File: src/rtl/ds3_enc_pkg.sv
package ds3_enc_pkg;
  localparam int unsigned SEL_W = 2;
  localparam logic [SEL_W-1:0] SEL_UNI  = 2'b00;
  localparam logic [SEL_W-1:0] SEL_AMI  = 2'b01;
  localparam logic [SEL_W-1:0] SEL_B3ZS = 2'b10;

  typedef enum logic [1:0] {
    MODE_UNI,
    MODE_AMI,
    MODE_B3ZS
  } mode_e;

  // position of a bit inside a zero-substitution group
  typedef enum logic [1:0] {
    TAG_NONE,
    TAG_FIRST,
    TAG_MID,
    TAG_LAST
  } tag_e;
endpackage

File: src/rtl/ds3_enc_window.sv
module ds3_enc_window
  import ds3_enc_pkg::*;
#(
  parameter int unsigned DEPTH = 3
) (
  input  logic clk_i,
  input  logic rst_ni,
  input  logic en_i,
  input  logic data_i,
  output logic out_bit_o,
  output tag_e out_tag_o
);
  localparam int unsigned CW = (DEPTH > 2) ? $clog2(DEPTH) : 1;
  localparam logic [CW-1:0] RUN_MAX = CW'(DEPTH - 1);

  logic [DEPTH-1:0] bit_q;
  tag_e             tag_q [DEPTH];
  logic [CW-1:0]    zrun_q;
  logic             run_done;

  // zrun_q counts untagged zeros already in the window
  assign run_done = !data_i && (zrun_q == RUN_MAX);

  always_ff @(posedge clk_i or negedge rst_ni) begin
    if (!rst_ni) begin
      zrun_q <= '0;
    end else if (en_i) begin
      if (data_i || run_done) zrun_q <= '0;
      else                    zrun_q <= zrun_q + CW'(1);
    end
  end

  always_ff @(posedge clk_i or negedge rst_ni) begin
    if (!rst_ni) begin
      bit_q <= '0;
      for (int i = 0; i < DEPTH; i++) tag_q[i] <= TAG_NONE;
    end else if (en_i) begin
      bit_q <= {bit_q[DEPTH-2:0], data_i};
      tag_q[0] <= run_done ? TAG_LAST : TAG_NONE;
      for (int i = 1; i < DEPTH; i++) begin
        if (run_done) tag_q[i] <= (i == DEPTH - 1) ? TAG_FIRST : TAG_MID;
        else          tag_q[i] <= tag_q[i-1];
      end
    end
  end

  assign out_bit_o = bit_q[DEPTH-1];
  assign out_tag_o = tag_q[DEPTH-1];

  // a completed run fills the whole window with zeros
  assert_sub_group_zero_R3: assert property (@(posedge clk_i) disable iff (!rst_ni)
    (en_i && run_done) |=> (bit_q == '0));
endmodule

File: src/rtl/ds3_enc_mode.sv
module ds3_enc_mode
  import ds3_enc_pkg::*;
(
  input  logic             clk_i,
  input  logic             rst_ni,
  input  logic             en_i,
  input  logic [SEL_W-1:0] code_sel_i,
  input  logic             enc_dis_i,
  output mode_e            mode_o,
  output logic             restart_o
);
  mode_e mode_q;

  always_comb begin
    if (enc_dis_i)                  mode_o = MODE_UNI;
    else if (code_sel_i == SEL_AMI)  mode_o = MODE_AMI;
    else if (code_sel_i == SEL_B3ZS) mode_o = MODE_B3ZS;
    else                             mode_o = MODE_UNI;
  end

  always_ff @(posedge clk_i or negedge rst_ni) begin
    if (!rst_ni)   mode_q <= MODE_UNI;
    else if (en_i) mode_q <= mode_o;
  end

  assign restart_o = (mode_o != mode_q);
endmodule

File: src/rtl/ds3_enc_out.sv
module ds3_enc_out
  import ds3_enc_pkg::*;
(
  input  logic  clk_i,
  input  logic  rst_ni,
  input  logic  en_i,
  input  mode_e mode_i,
  input  logic  restart_i,
  input  logic  bit_i,
  input  tag_e  tag_i,
  output logic  pos_o,
  output logic  neg_o
);
  logic next_pos_q, odd_q;
  logic np, od, np_d, od_d, pos_d, neg_d;

  always_comb begin
    np    = restart_i ? 1'b1 : next_pos_q;
    od    = restart_i ? 1'b0 : odd_q;
    np_d  = np;
    od_d  = od;
    pos_d = 1'b0;
    neg_d = 1'b0;
    unique case (mode_i)
      MODE_AMI: begin
        if (bit_i) begin
          pos_d = np;
          neg_d = !np;
          np_d  = !np;
        end
      end
      MODE_B3ZS: begin
        unique case (tag_i)
          TAG_NONE: begin
            if (bit_i) begin
              pos_d = np;
              neg_d = !np;
              np_d  = !np;
              od_d  = !od;
            end
          end
          TAG_FIRST: begin
            if (!od) begin // even count: B pulse
              pos_d = np;
              neg_d = !np;
              np_d  = !np;
            end
          end
          TAG_MID: ;
          TAG_LAST: begin // V repeats last mark polarity
            pos_d = !np;
            neg_d = np;
            od_d  = 1'b0;
          end
          default: ;
        endcase
      end
      default: pos_d = bit_i;
    endcase
  end

  always_ff @(posedge clk_i or negedge rst_ni) begin
    if (!rst_ni) begin
      next_pos_q <= 1'b1;
      odd_q      <= 1'b0;
      pos_o      <= 1'b0;
      neg_o      <= 1'b0;
    end else if (en_i) begin
      next_pos_q <= np_d;
      odd_q      <= od_d;
      pos_o      <= pos_d;
      neg_o      <= neg_d;
    end
  end

  assert_rails_exclusive_R8: assert property (@(posedge clk_i) disable iff (!rst_ni)
    !(pos_o && neg_o));

  assert_hold_when_idle_R7: assert property (@(posedge clk_i) disable iff (!rst_ni)
    !en_i |=> ($stable(pos_o) && $stable(neg_o)));

  assert_unipolar_neg_low_R1: assert property (@(posedge clk_i) disable iff (!rst_ni)
    (en_i && mode_i == MODE_UNI) |=> !neg_o);

  assert_zero_no_mark_R2: assert property (@(posedge clk_i) disable iff (!rst_ni)
    (en_i && mode_i != MODE_UNI && !bit_i && tag_i == TAG_NONE) |=> (!pos_o && !neg_o));

  assert_violation_polarity_R4: assert property (@(posedge clk_i) disable iff (!rst_ni)
    (en_i && mode_i == MODE_B3ZS && tag_i == TAG_LAST && !restart_i)
      |=> (pos_o == !$past(next_pos_q)) && (neg_o == $past(next_pos_q)));
endmodule

File: src/rtl/ds3_line_encoder.sv
module ds3_line_encoder
  import ds3_enc_pkg::*;
#(
  parameter int unsigned SUB_LEN = 3
) (
  input  logic             clk_i,
  input  logic             rst_ni,
  input  logic             en_i,
  input  logic             data_i,
  input  logic [SEL_W-1:0] code_sel_i,
  input  logic             enc_dis_i,
  output logic             pos_o,
  output logic             neg_o
);
  logic  win_bit;
  tag_e  win_tag;
  mode_e mode;
  logic  restart;

  ds3_enc_window #(.DEPTH(SUB_LEN)) u_window (
    .clk_i     (clk_i),
    .rst_ni    (rst_ni),
    .en_i      (en_i),
    .data_i    (data_i),
    .out_bit_o (win_bit),
    .out_tag_o (win_tag)
  );

  ds3_enc_mode u_mode (
    .clk_i      (clk_i),
    .rst_ni     (rst_ni),
    .en_i       (en_i),
    .code_sel_i (code_sel_i),
    .enc_dis_i  (enc_dis_i),
    .mode_o     (mode),
    .restart_o  (restart)
  );

  ds3_enc_out u_out (
    .clk_i     (clk_i),
    .rst_ni    (rst_ni),
    .en_i      (en_i),
    .mode_i    (mode),
    .restart_i (restart),
    .bit_i     (win_bit),
    .tag_i     (win_tag),
    .pos_o     (pos_o),
    .neg_o     (neg_o)
  );

  assert_bypass_single_rail_R5: assert property (@(posedge clk_i) disable iff (!rst_ni)
    (en_i && enc_dis_i) |=> !neg_o);
endmodule

File: config.mk
export PLATFORM = sky130hd
export DESIGN_NAME = ds3_line_encoder
export DESIGN_NICKNAME = d
export VERILOG_FILES = /design/src/rtl/ds3_enc_pkg.sv /design/src/rtl/ds3_enc_window.sv /design/src/rtl/ds3_enc_mode.sv /design/src/rtl/ds3_enc_out.sv /design/src/rtl/ds3_line_encoder.sv
export SDC_FILE = /design/constraint.sdc
export NUM_CORES = 1
export LEC_CHECK = 0
export BUFFER_PORTS_ARGS = -buffer_cell sky130_fd_sc_hd__buf_2
export CAP_MARGIN = 20
export CORE_UTILIZATION = 55
export DETAILED_ROUTE_END_ITERATION = 10
export PLACE_DENSITY = 0.74
export SYNTH_ARGS = -nofsm -noshare
export SYNTH_HDL_FRONTEND = slang
export SYNTH_SLANG_ARGS = --single-unit
File: constraint.sdc
create_clock -name clk_i -period 2.7 [get_ports clk_i]
set_clock_uncertainty 0.2 [all_clocks]
set_input_delay 0.135 -clock clk_i [delete_from_list [all_inputs] [get_ports clk_i]]
set_output_delay 0.135 -clock clk_i [all_outputs]
set_load 0.02 [all_outputs]
==> flow_metrics.tcl, run 1 <==
set metrics [dict create \
    htree_levels 1 \
    fin_crit_ns 2.41 \
    fmax_mhz 416 \
    synthDistinctLibCells 34 \
    port_buffers 8 \
    slew-limit-headroom 0.722 \
    synth.top_cells.by_count "15 x dfrtp_1, 12 x inv_1, 10 x ha_1, 8 x nor2_1, 7 x nand2_1" \
    grt_pass1_vias 723 \
    hold_slack_ns 0.0876 \
    n_antenna_cell 0 \
    area_growth_pct 11.4 \
    drt_wl_total_mm 1.81 \
    arrival_ns 2.43 \
    die_area_sq_um 2090 \
    yosys_warnings 0 \
    synth_top_area_cell "dfrtp_1" \
    cts_buffers 3 \
    die_w_um 45.8 \
    drtPass1Iterations 4 \
    hold_violations 0 \
    synth_edf_count 0 \
    via_per_inst 5.72 \
    min_period_over_period 0.891 \
    die_y_um 45.8 \
    status "finished clean" \
    timing.critical_path.cells "nand2b_4, o22a_4, o32ai_4, inv_1, ha_1, nand2_1, o21ai_0, a22oi_1, o221ai_1, o21a_1" \
    track_usage 0.213 \
    reg2reg_slack_ns 0.29 \
    gp_congestion 0.848 \
    synthTopCellsByArea "dfrtp_1 36%, ha_1 12%, mux2_2 6.4%" \
    syn_inst 101 \
    power_density_nw_per_um2 591 \
    cpMaxStageDelayCell "dfrtp_1" \
    crit_path_max_fanout 7 \
    critPathKind "flip-flop to flip-flop" \
    ys_ff_latch 16 \
    clk_pin_slew_ns 0.09 \
    clock_latency_ns 0.29 \
    clk_path_buf_depth 2 \
    fin_cells 138 \
    fin_nets 131 \
    coreArea_sq_um 1760 \
    initial_utilization 0.597 \
    rsz0062_at_grt "no" \
    antenna_found_initial 0 \
    rows 15 \
    ant_nets 0 \
    leakagePower_nw 0.533 \
    tns_ns 0 \
    finalPower_uw 693 \
    io_pins 9 \
    netlist_area_sq_um 1050 \
    maxCapViolCount 0 \
    syn_nets 118 \
    worstPathRequired_ns 2.73 \
    slew_violations 0 \
    hold_path.class "input pin to flip-flop" \
    drc 0 \
    drt-wirelength-per-cell_um 13.1 \
    drive_above_1_share 0.239 \
    cts.repair.resized 0 \
    tightest_slew_ns 0.416 \
    worstSetupEndpointType "flip-flop" \
    synth.most_common_cell "dfrtp_1" \
    start_kind "flip-flop" \
    critPathMaxStageDelay_ns 0.44 \
    synth_ff_type "dfrtp_1" \
    detailed_place_hpwl_mm 1.33 \
    dp.cells 132 \
    setup_violations 0 \
    ys_seq_area_frac 0.381 \
    overflow 0 \
    synth.top_cell.area_share 0.356 \
    synth_async_sr_flop_share 1.00 \
    utilization 0.665 \
    grt_max_degree 24 \
    drtIter0Drc 18 \
    irDropWorstVdd_uv 394 \
    cts_tree "done" \
    cts.sink_count 16 \
    cts_root_buffer "clkbuf_4" \
    postSynthAreaPerCell_sq_um 10.4 \
    grt_pass1_wl_mm 3.10 \
    vias 789 \
]
-- worst max-delay path: cells and delay by family (launching register included) --
family | cells | cell delay [ns]
AND/OR/NAND/NOR | 2 | 0.23
buffers and inverters | 1 | 0.08
AO/OA/AOI/OAI | 6 | 1.09
adder cells (fa/ha/maj) | 1 | 0.29
flip-flops | 1 | 0.44
-- flip-flops by register name (all words and copies together) (netlist names) --
name                cells
u_out.neg_o             1
u_window.zrun_q         2
u_mode.mode_q           2
u_window.out_tag_o      2
u_window.tag_q          3
u_out.pos_o             1
u_window.bit_q          3
u_out.odd_q             1
u_out.next_pos_q        1
-- power by group --
part	switching [mW]	internal [mW]	leakage, nW
clock	0.0751	0.0821	0.0210
sequential	0.0285	0.279	0.201
combinational	0.123	0.106	0.311
total	0.226	0.467	0.533
-- what timing repair did --
action	in CTS	in global routing
buffers inserted	0	0
hold buffers	2	0
hold endpoints to repair	20	0
-- final timing paths --
| path | startpoint | endpoint | depth (start not counted) |
|---|---|---|---|
| min | en_i | u_window.tag_q[2] | 3 |
| max in group asynchronous | rst_ni | u_out.next_pos_q | 2 |
| max reg2reg | u_mode.mode_q[0] | u_out.next_pos_q | 10 |
| min reg2reg | u_window.tag_q[2] | u_window.tag_q[2] | 1 |
| max | u_mode.mode_q[0] | u_out.next_pos_q | 10 |
| min in group asynchronous | rst_ni | u_window.tag_q[3] | 2 |
-- final cells by class --
cell class | count | area [sq um]
clock buffers | 4 | 36.3
fillers | 150 | 591
inverters | 12 | 45.0
multi-input cells | 71 | 599
flip-flops and latches | 16 | 402
well taps | 25 | 31.3
repair buffers | 10 | 60.1
-- cell usage in the layout (no fill, tap or decap), types with 2 or more instances in the layout --
| master | n |
|---|---|
| dlygate4sd3_1 | 2 |
| nand2_1 | 7 |
| clkbuf_4 | 3 |
| inv_1 | 12 |
| a21oi_1 | 4 |
| nor2_1 | 8 |
| o32ai_4 | 2 |
| nand3_1 | 2 |
| ha_1 | 10 |
| mux2i_1 | 2 |
| a211oi_1 | 2 |
| nand2b_4 | 3 |
| nand2b_1 | 2 |
| o21ai_0 | 4 |
| nor2b_1 | 2 |
| mux2_2 | 6 |
| buf_2 | 8 |
| or3_1 | 2 |
| dfrtp_1 | 15 |
-- kinds of logic (layout without fill, tap and decap cells) --
logic type               after synthesis  in the layout  share of synthesized area
AO/OA/AOI/OAI                         26             26                      0.223
adder cells (fa/ha/maj)               10             10                      0.119
buffers and inverters                 14             26                     0.0499
flip-flops                            16             16                      0.381
multiplexers                           8              8                     0.0831
AND/OR/NAND/NOR                       27             27                      0.144
-- stage by stage --
stage	setup slack [ns]	area, sq um
2_1_floorplan	0.477	1050
3_3_place_gp	0.406	1120
3_5_place_dp	0.312	1120
4_1_cts	0.308	1170
5_1_grt	0.114	1170
6_report	0.294	1170
-- metal layers --
layer / up-vias / share of wire / global-route usage
met1: 397 / 0.45 / 0.269
met5: - / 0 / 0
met2: 7 / 0.52 / 0.360
met3: 4 / 0.013 / 0.0238
li1: 381 / - / -
met4: 0 / 0.013 / 0.106
Note: power is estimated with default switching activity, not from simulation.
==> run 2, diff against run 1 <==
--- a/config.mk
+++ b/config.mk
@@ -9,7 +9,7 @@
 export CAP_MARGIN = 20
 export CORE_UTILIZATION = 55
 export DETAILED_ROUTE_END_ITERATION = 10
-export PLACE_DENSITY = 0.74
+export PLACE_DENSITY = 0.72
 export SYNTH_ARGS = -nofsm -noshare
 export SYNTH_HDL_FRONTEND = slang
 export SYNTH_SLANG_ARGS = --single-unit
==> flow_metrics.tcl, run 2 (synthesis gave the netlist of run 1 again) <==
set metrics [dict create \
    cts_setup_buffers 0 \
    path_buf_inv 1 \
    mostFrequentLayoutCells "15 x dfrtp_1, 12 x inv_1, 10 x ha_1" \
    cts.repair.resized 0 \
    num-fill-cells 167 \
    final_common_cell "dfrtp_1" \
    drt-wirelength-per-cell_um 14.1 \
    cts_tree "done" \
    rows 15 \
    tightest_slew_ns 0.404 \
    leakagePower_nw 0.533 \
    cts_hold_buf 2 \
    rsz0062_at_grt "no" \
    min_period_over_period 0.890 \
    coreArea_sq_um 1760 \
    die_area_sq_um 2090 \
    cp_top_family "compound AO/OA/AOI/OAI gates" \
    detailed_place_hpwl_mm 1.46 \
    utilization 0.665 \
    clk_pin_slew_ns 0.10 \
    critPathKind "flip-flop to flip-flop" \
    setup_violations 0 \
    htree_levels 1 \
    drc 0 \
    slew_violations 0 \
    antenna_found_initial 0 \
    ant_nets 0 \
    crit_path_max_fanout 7 \
    fin_crit_ns 2.40 \
    timing.critical_path.cells "nand2b_4, o22a_4, o32ai_4, inv_1, ha_1, nand2_1, o21ai_0, a22oi_1, o221ai_1, o21a_1" \
    die_y_um 45.8 \
    track_usage 0.212 \
    critPathMaxStageDelay_ns 0.44 \
    grt_max_degree 24 \
    min_from "en_i" \
    hold_depth 3 \
    r2r-end "u_out.next_pos_q" \
    grt_pass1_vias 739 \
    area_growth_pct 11.4 \
    vias 755 \
    start_kind "flip-flop" \
    worstSetupEndpointType "flip-flop" \
    rr_worst_depth 10 \
    clk_path_buf_depth 2 \
    status "finished clean" \
    gp_congestion 0.883 \
    overflow 0 \
    reg_top3 "u_window.bit_q x3, u_window.tag_q x3" \
    tns_ns 0 \
    clock_latency_ns 0.28 \
    r2r-start "u_mode.mode_q[0]" \
    drtPass1Iterations 4 \
    reg2reg_slack_ns 0.30 \
    finalPower_uw 697 \
    drive_above_1_share 0.239 \
    hold_violations 0 \
    cpMaxStageDelayCell "dfrtp_1" \
    hold_path.class "input pin to flip-flop" \
    grt_pass1_wl_mm 3.14 \
    arrival_ns 2.43 \
    cts_root_buffer "clkbuf_4" \
    die_w_um 45.8 \
    worstPathRequired_ns 2.73 \
    fin_nets 131 \
    io_pins 9 \
    maxCapViolCount 0 \
    seqCellArea_sq_um 402 \
    initial_utilization 0.597 \
    hold_slack_ns 0.0836 \
    drtIter0Drc 8 \
    cts.sink_count 16 \
    drt_wl_total_mm 1.95 \
    port_buffers 8 \
    via_per_inst 5.47 \
    irDropWorstVdd_uv 487 \
    multi_input_area_sq_um 599 \
    slew-limit-headroom 0.731 \
    cts_buffers 3 \
    n_antenna_cell 0 \
    power_density_nw_per_um2 594 \
    hold_end "u_window.zrun_q[0]" \
    fmax_mhz 416 \
]
[run 2: worst reg2reg max path, delay by kind of cell (launching register included)]
kind,cells,cell delay (ns)
AOI/OAI and AO/OA,6,1.09
adders and majority gates,1,0.29
buffers and inverters,1,0.09
DFF,1,0.44
and+or+nand+nor,2,0.23
[run 2: final cells by class]
cell class	instances	area share
clock buffer	4	0.0309
inverter	12	0.0384
multi-input combinational	71	0.511
sequential	16	0.342
tap	25	0.0267
timing repair buffer	10	0.0512
[run 2: through the flow]
| stage | cells | area, sq um | worst slack (ns) |
|---|---|---|---|
| after floorplan | 101 | 1050 | 0.477 |
| after global placement | 132 | 1120 | 0.404 |
| after detailed placement | 132 | 1120 | 0.309 |
| after CTS | 138 | 1170 | 0.294 |
| after global routing | 138 | 1170 | 0.0957 |
| final | 138 | 1170 | 0.297 |
[run 2: power breakdown]
group | internal [mW] | switching [mW] | leakage, nW | total, mW
Clock | 0.0820 | 0.0781 | 0.0210 | 0.160
Combinational | 0.105 | 0.124 | 0.311 | 0.230
Sequential | 0.278 | 0.0289 | 0.201 | 0.307
Total | 0.466 | 0.232 | 0.533 | 0.697
[run 2: worst max path at each step]
stage | slack (ns) | startpoint | cells after the start | end
after floorplan | 0.48 | u_mode.mode_q[0] | 10 | u_out.next_pos_q
after global placement | 0.40 | u_mode.mode_q[1] | 10 | u_out.next_pos_q
after detailed placement | 0.31 | u_mode.mode_q[0] | 10 | u_out.next_pos_q
after CTS | 0.29 | u_mode.mode_q[0] | 10 | u_out.next_pos_q
after global routing | 0.1 | u_mode.mode_q[0] | 10 | u_out.next_pos_q
final | 0.30 | u_mode.mode_q[0] | 10 | u_out.next_pos_q
[run 2: layer usage]
layer,wire [um],vias up,GRT usage
li1,-,383,-
met1,906,364,0.257
met2,1000,6,0.380
met3,28,2,0.0119
met4,14,0,0.100
met5,0,-,0
==> run 3, diff against run 2 <==
--- a/config.mk
+++ b/config.mk
@@ -5,6 +5,7 @@
 export SDC_FILE = /design/constraint.sdc
 export NUM_CORES = 1
 export LEC_CHECK = 0
+export ABC_AREA = 1
 export BUFFER_PORTS_ARGS = -buffer_cell sky130_fd_sc_hd__buf_2
 export CAP_MARGIN = 20
 export CORE_UTILIZATION = 55
==> flow_metrics.tcl, run 3 <==
set metrics [dict create \
    initial_utilization 0.592 \
    syn_nets 147 \
    area_growth_pct 13.9 \
    fin_crit_ns 2.05 \
    fmax_mhz 488 \
    cts_tree "done" \
    status "finished clean" \
    htree_levels 1 \
    synth_edf_count 0 \
    hold_path.class "input pin to flip-flop" \
    finalPower_uw 630 \
    clk_path_buf_depth 2 \
    rows 15 \
    n_antenna_cell 0 \
    drtPass1Iterations 4 \
    synth.top_cell.area_share 0.363 \
    synth_async_sr_flop_share 1.00 \
    drc 0 \
    grt_pass1_vias 802 \
    hold_depth 4 \
    io_pins 9 \
    seqPwrFrac 0.464 \
    cpMaxStageDelayCell "dlygate4sd3_1" \
    drt_wl_total_mm 1.98 \
    r2r-end "u_out.pos_o" \
    die_w_um 45.4 \
    clock_latency_ns 0.28 \
    coreArea_sq_um 1750 \
    slew_violations 0 \
    synth.most_common_cell "nand2_1" \
    cts_root_buffer "clkbuf_4" \
    syn_inst 130 \
    ys_seq_area_frac 0.389 \
    rsz0062_at_grt "no" \
    reg_top3 "u_window.bit_q x3, u_window.tag_q x3" \
    worstSetupEndpointType "flip-flop" \
    p_int_uw 424 \
    port_buffers 8 \
    drive_above_1_share 0.207 \
    power_density_nw_per_um2 535 \
    ys_ff_latch 16 \
    synth_top_area_cell "dfrtp_1" \
    drtIter0Drc 28 \
    arrival_ns 2.03 \
    vias 880 \
    power_frac_comb 0.289 \
    grt_pass1_wl_mm 3.37 \
    clk_pin_slew_ns 0.09 \
    mostFrequentLayoutCells "37 x nand2_1, 15 x dfrtp_1, 13 x inv_1" \
    min_period_over_period 0.759 \
    start_kind "input pin" \
    timing.critical_path.cells "dlygate4sd3_1, buf_2, inv_2, nand3_2, nand2_2, nand2_2, inv_4, nand3_1, ha_1, a22o_1, inv_2, nand2_1, nand2_1, nand2_1, nand2_1, nand2_1" \
    detailed_place_hpwl_mm 1.47 \
    yosys_warnings 0 \
    crit_path_max_fanout 5 \
    cts_buffers 3 \
    final_common_cell "nand2_1" \
    synthDistinctLibCells 24 \
    postSynthAreaPerCell_sq_um 7.95 \
    hold_end "u_mode.mode_q[0]" \
    die_area_sq_um 2060 \
    critPathMaxStageDelay_ns 0.53 \
    setup_violations 0 \
    via_per_inst 5.18 \
    antenna_found_initial 0 \
    slew-limit-headroom 0.765 \
    power.share.clock 0.247 \
    irDropWorstVdd_uv 412 \
    cpMostUsedCell "nand2_1" \
    path_buf_inv 5 \
    netlist_area_sq_um 1030 \
    tns_ns 0 \
    swShare 0.326 \
    track_usage 0.238 \
    overflow 0 \
    gp_congestion 0.810 \
    synth_ff_type "dfrtp_1" \
    synthTopCellsByArea "dfrtp_1 36%, nand2_1 13%, ha_1 12%" \
    die_y_um 45.4 \
    r2r-start "u_mode.mode_q[0]" \
    ant_nets 0 \
    grt_max_degree 21 \
    leakagePower_nw 0.613 \
    tightest_slew_ns 0.353 \
    min_from "enc_dis_i" \
    cp_top_family "buffers and inverters" \
    reg2reg_slack_ns 0.86 \
    hold_violations 0 \
    synth.top_cells.by_count "37 x nand2_1, 15 x dfrtp_1, 13 x inv_1, 10 x ha_1" \
    fin_nets 163 \
    power_switching_uw 206 \
    critPathKind "input pin to flip-flop" \
    rr_worst_depth 11 \
    maxCapViolCount 0 \
    worstPathRequired_ns 2.68 \
    cts.sink_count 16 \
    drt-wirelength-per-cell_um 11.7 \
]
[run 3: changes by cell type after synthesis, sizes merged, moves of 5 or more]
cell / delta
inv: +8
mux2: -6
nand2: +34
nand2b: -5
nand3: +6
o21ai: +6
[run 3: stage by stage]
step | hold WS [ns] | worst slack, ns | utilization | area [sq um] | cells
after global placement | -0.140 | 0.893 | 0.619 | 1080 | 160
final | 0.0271 | 0.652 | 0.675 | 1180 | 170
after CTS | 0.0174 | 0.671 | 0.675 | 1180 | 170
after global routing | 0.0401 | 0.520 | 0.675 | 1180 | 170
after detailed placement | -0.138 | 0.878 | 0.619 | 1080 | 160
after floorplan | -0.361 | 1.05 | - | 1030 | 130
[run 3: cells by family (layout without fill, tap and decap cells)]
logic type,Yosys count,count (layout),synth area share
buffers and inverters,23,38,0.0981
flip-flops,16,16,0.389
AND/OR/NAND/NOR,60,60,0.283
adder cells (fa/ha/maj),10,10,0.121
AO/OA/AOI/OAI,21,21,0.109
[run 3: repair_timing]
item                                    CTS  global route
buffers inserted                          0             0
hold buffers                              6             0
endpoints found under the setup margin    0             0
endpoints found under the hold margin    28             0
resized for setup                         0             0
[run 3: worst min-delay path: stages]
cell and delay [ns]:
buf_2 0.10, inv_2 0.05, nand3_2 0.11, o21ai_1 0.08
[run 3: worst max path at each step]
stage / cells after the start / endpoint / slack (ns) / start
after floorplan: 11 / u_out.pos_o / 1.05 / u_mode.mode_q[0]
after global placement: 11 / u_out.pos_o / 0.89 / u_mode.mode_q[0]
after detailed placement: 11 / u_out.pos_o / 0.88 / u_mode.mode_q[0]
after CTS: 16 / u_out.pos_o / 0.67 / code_sel_i[0]
after global routing: 16 / u_out.pos_o / 0.52 / code_sel_i[0]
final: 16 / u_out.pos_o / 0.65 / code_sel_i[0]
[run 3: final cells by class]
class / instances / area [sq um]
tap: 25 / 31.3
fill: 165 / 568
timing repair buffer: 14 / 100
inverter: 20 / 77.6
clock buffer: 4 / 36.3
multi-input combinational: 91 / 531
sequential: 16 / 402
[run 3: power groups by stage]
| stage | Sequential, mW | Combinational [mW] | Clock (mW) |
|---|---|---|---|
| 5_1_grt | 0.296 | 0.207 | 0.169 |
| 4_1_cts | 0.292 | 0.182 | 0.160 |
| 2_1_floorplan | 0.295 | 0.131 | 0 |
| 3_5_place_dp | 0.297 | 0.174 | 0 |
| 3_3_place_gp | 0.296 | 0.171 | 0 |
| 6_report | 0.292 | 0.182 | 0.156 |
[run 3: layer usage]
layer | global-route usage | up-vias | share of wire
li1 | - | 445 | -
met1 | 0.298 | 417 | 0.45
met2 | 0.412 | 16 | 0.52
met3 | 0.0360 | 2 | 0.024
met4 | 0.0909 | 0 | 0.0071
met5 | 0 | - | 0
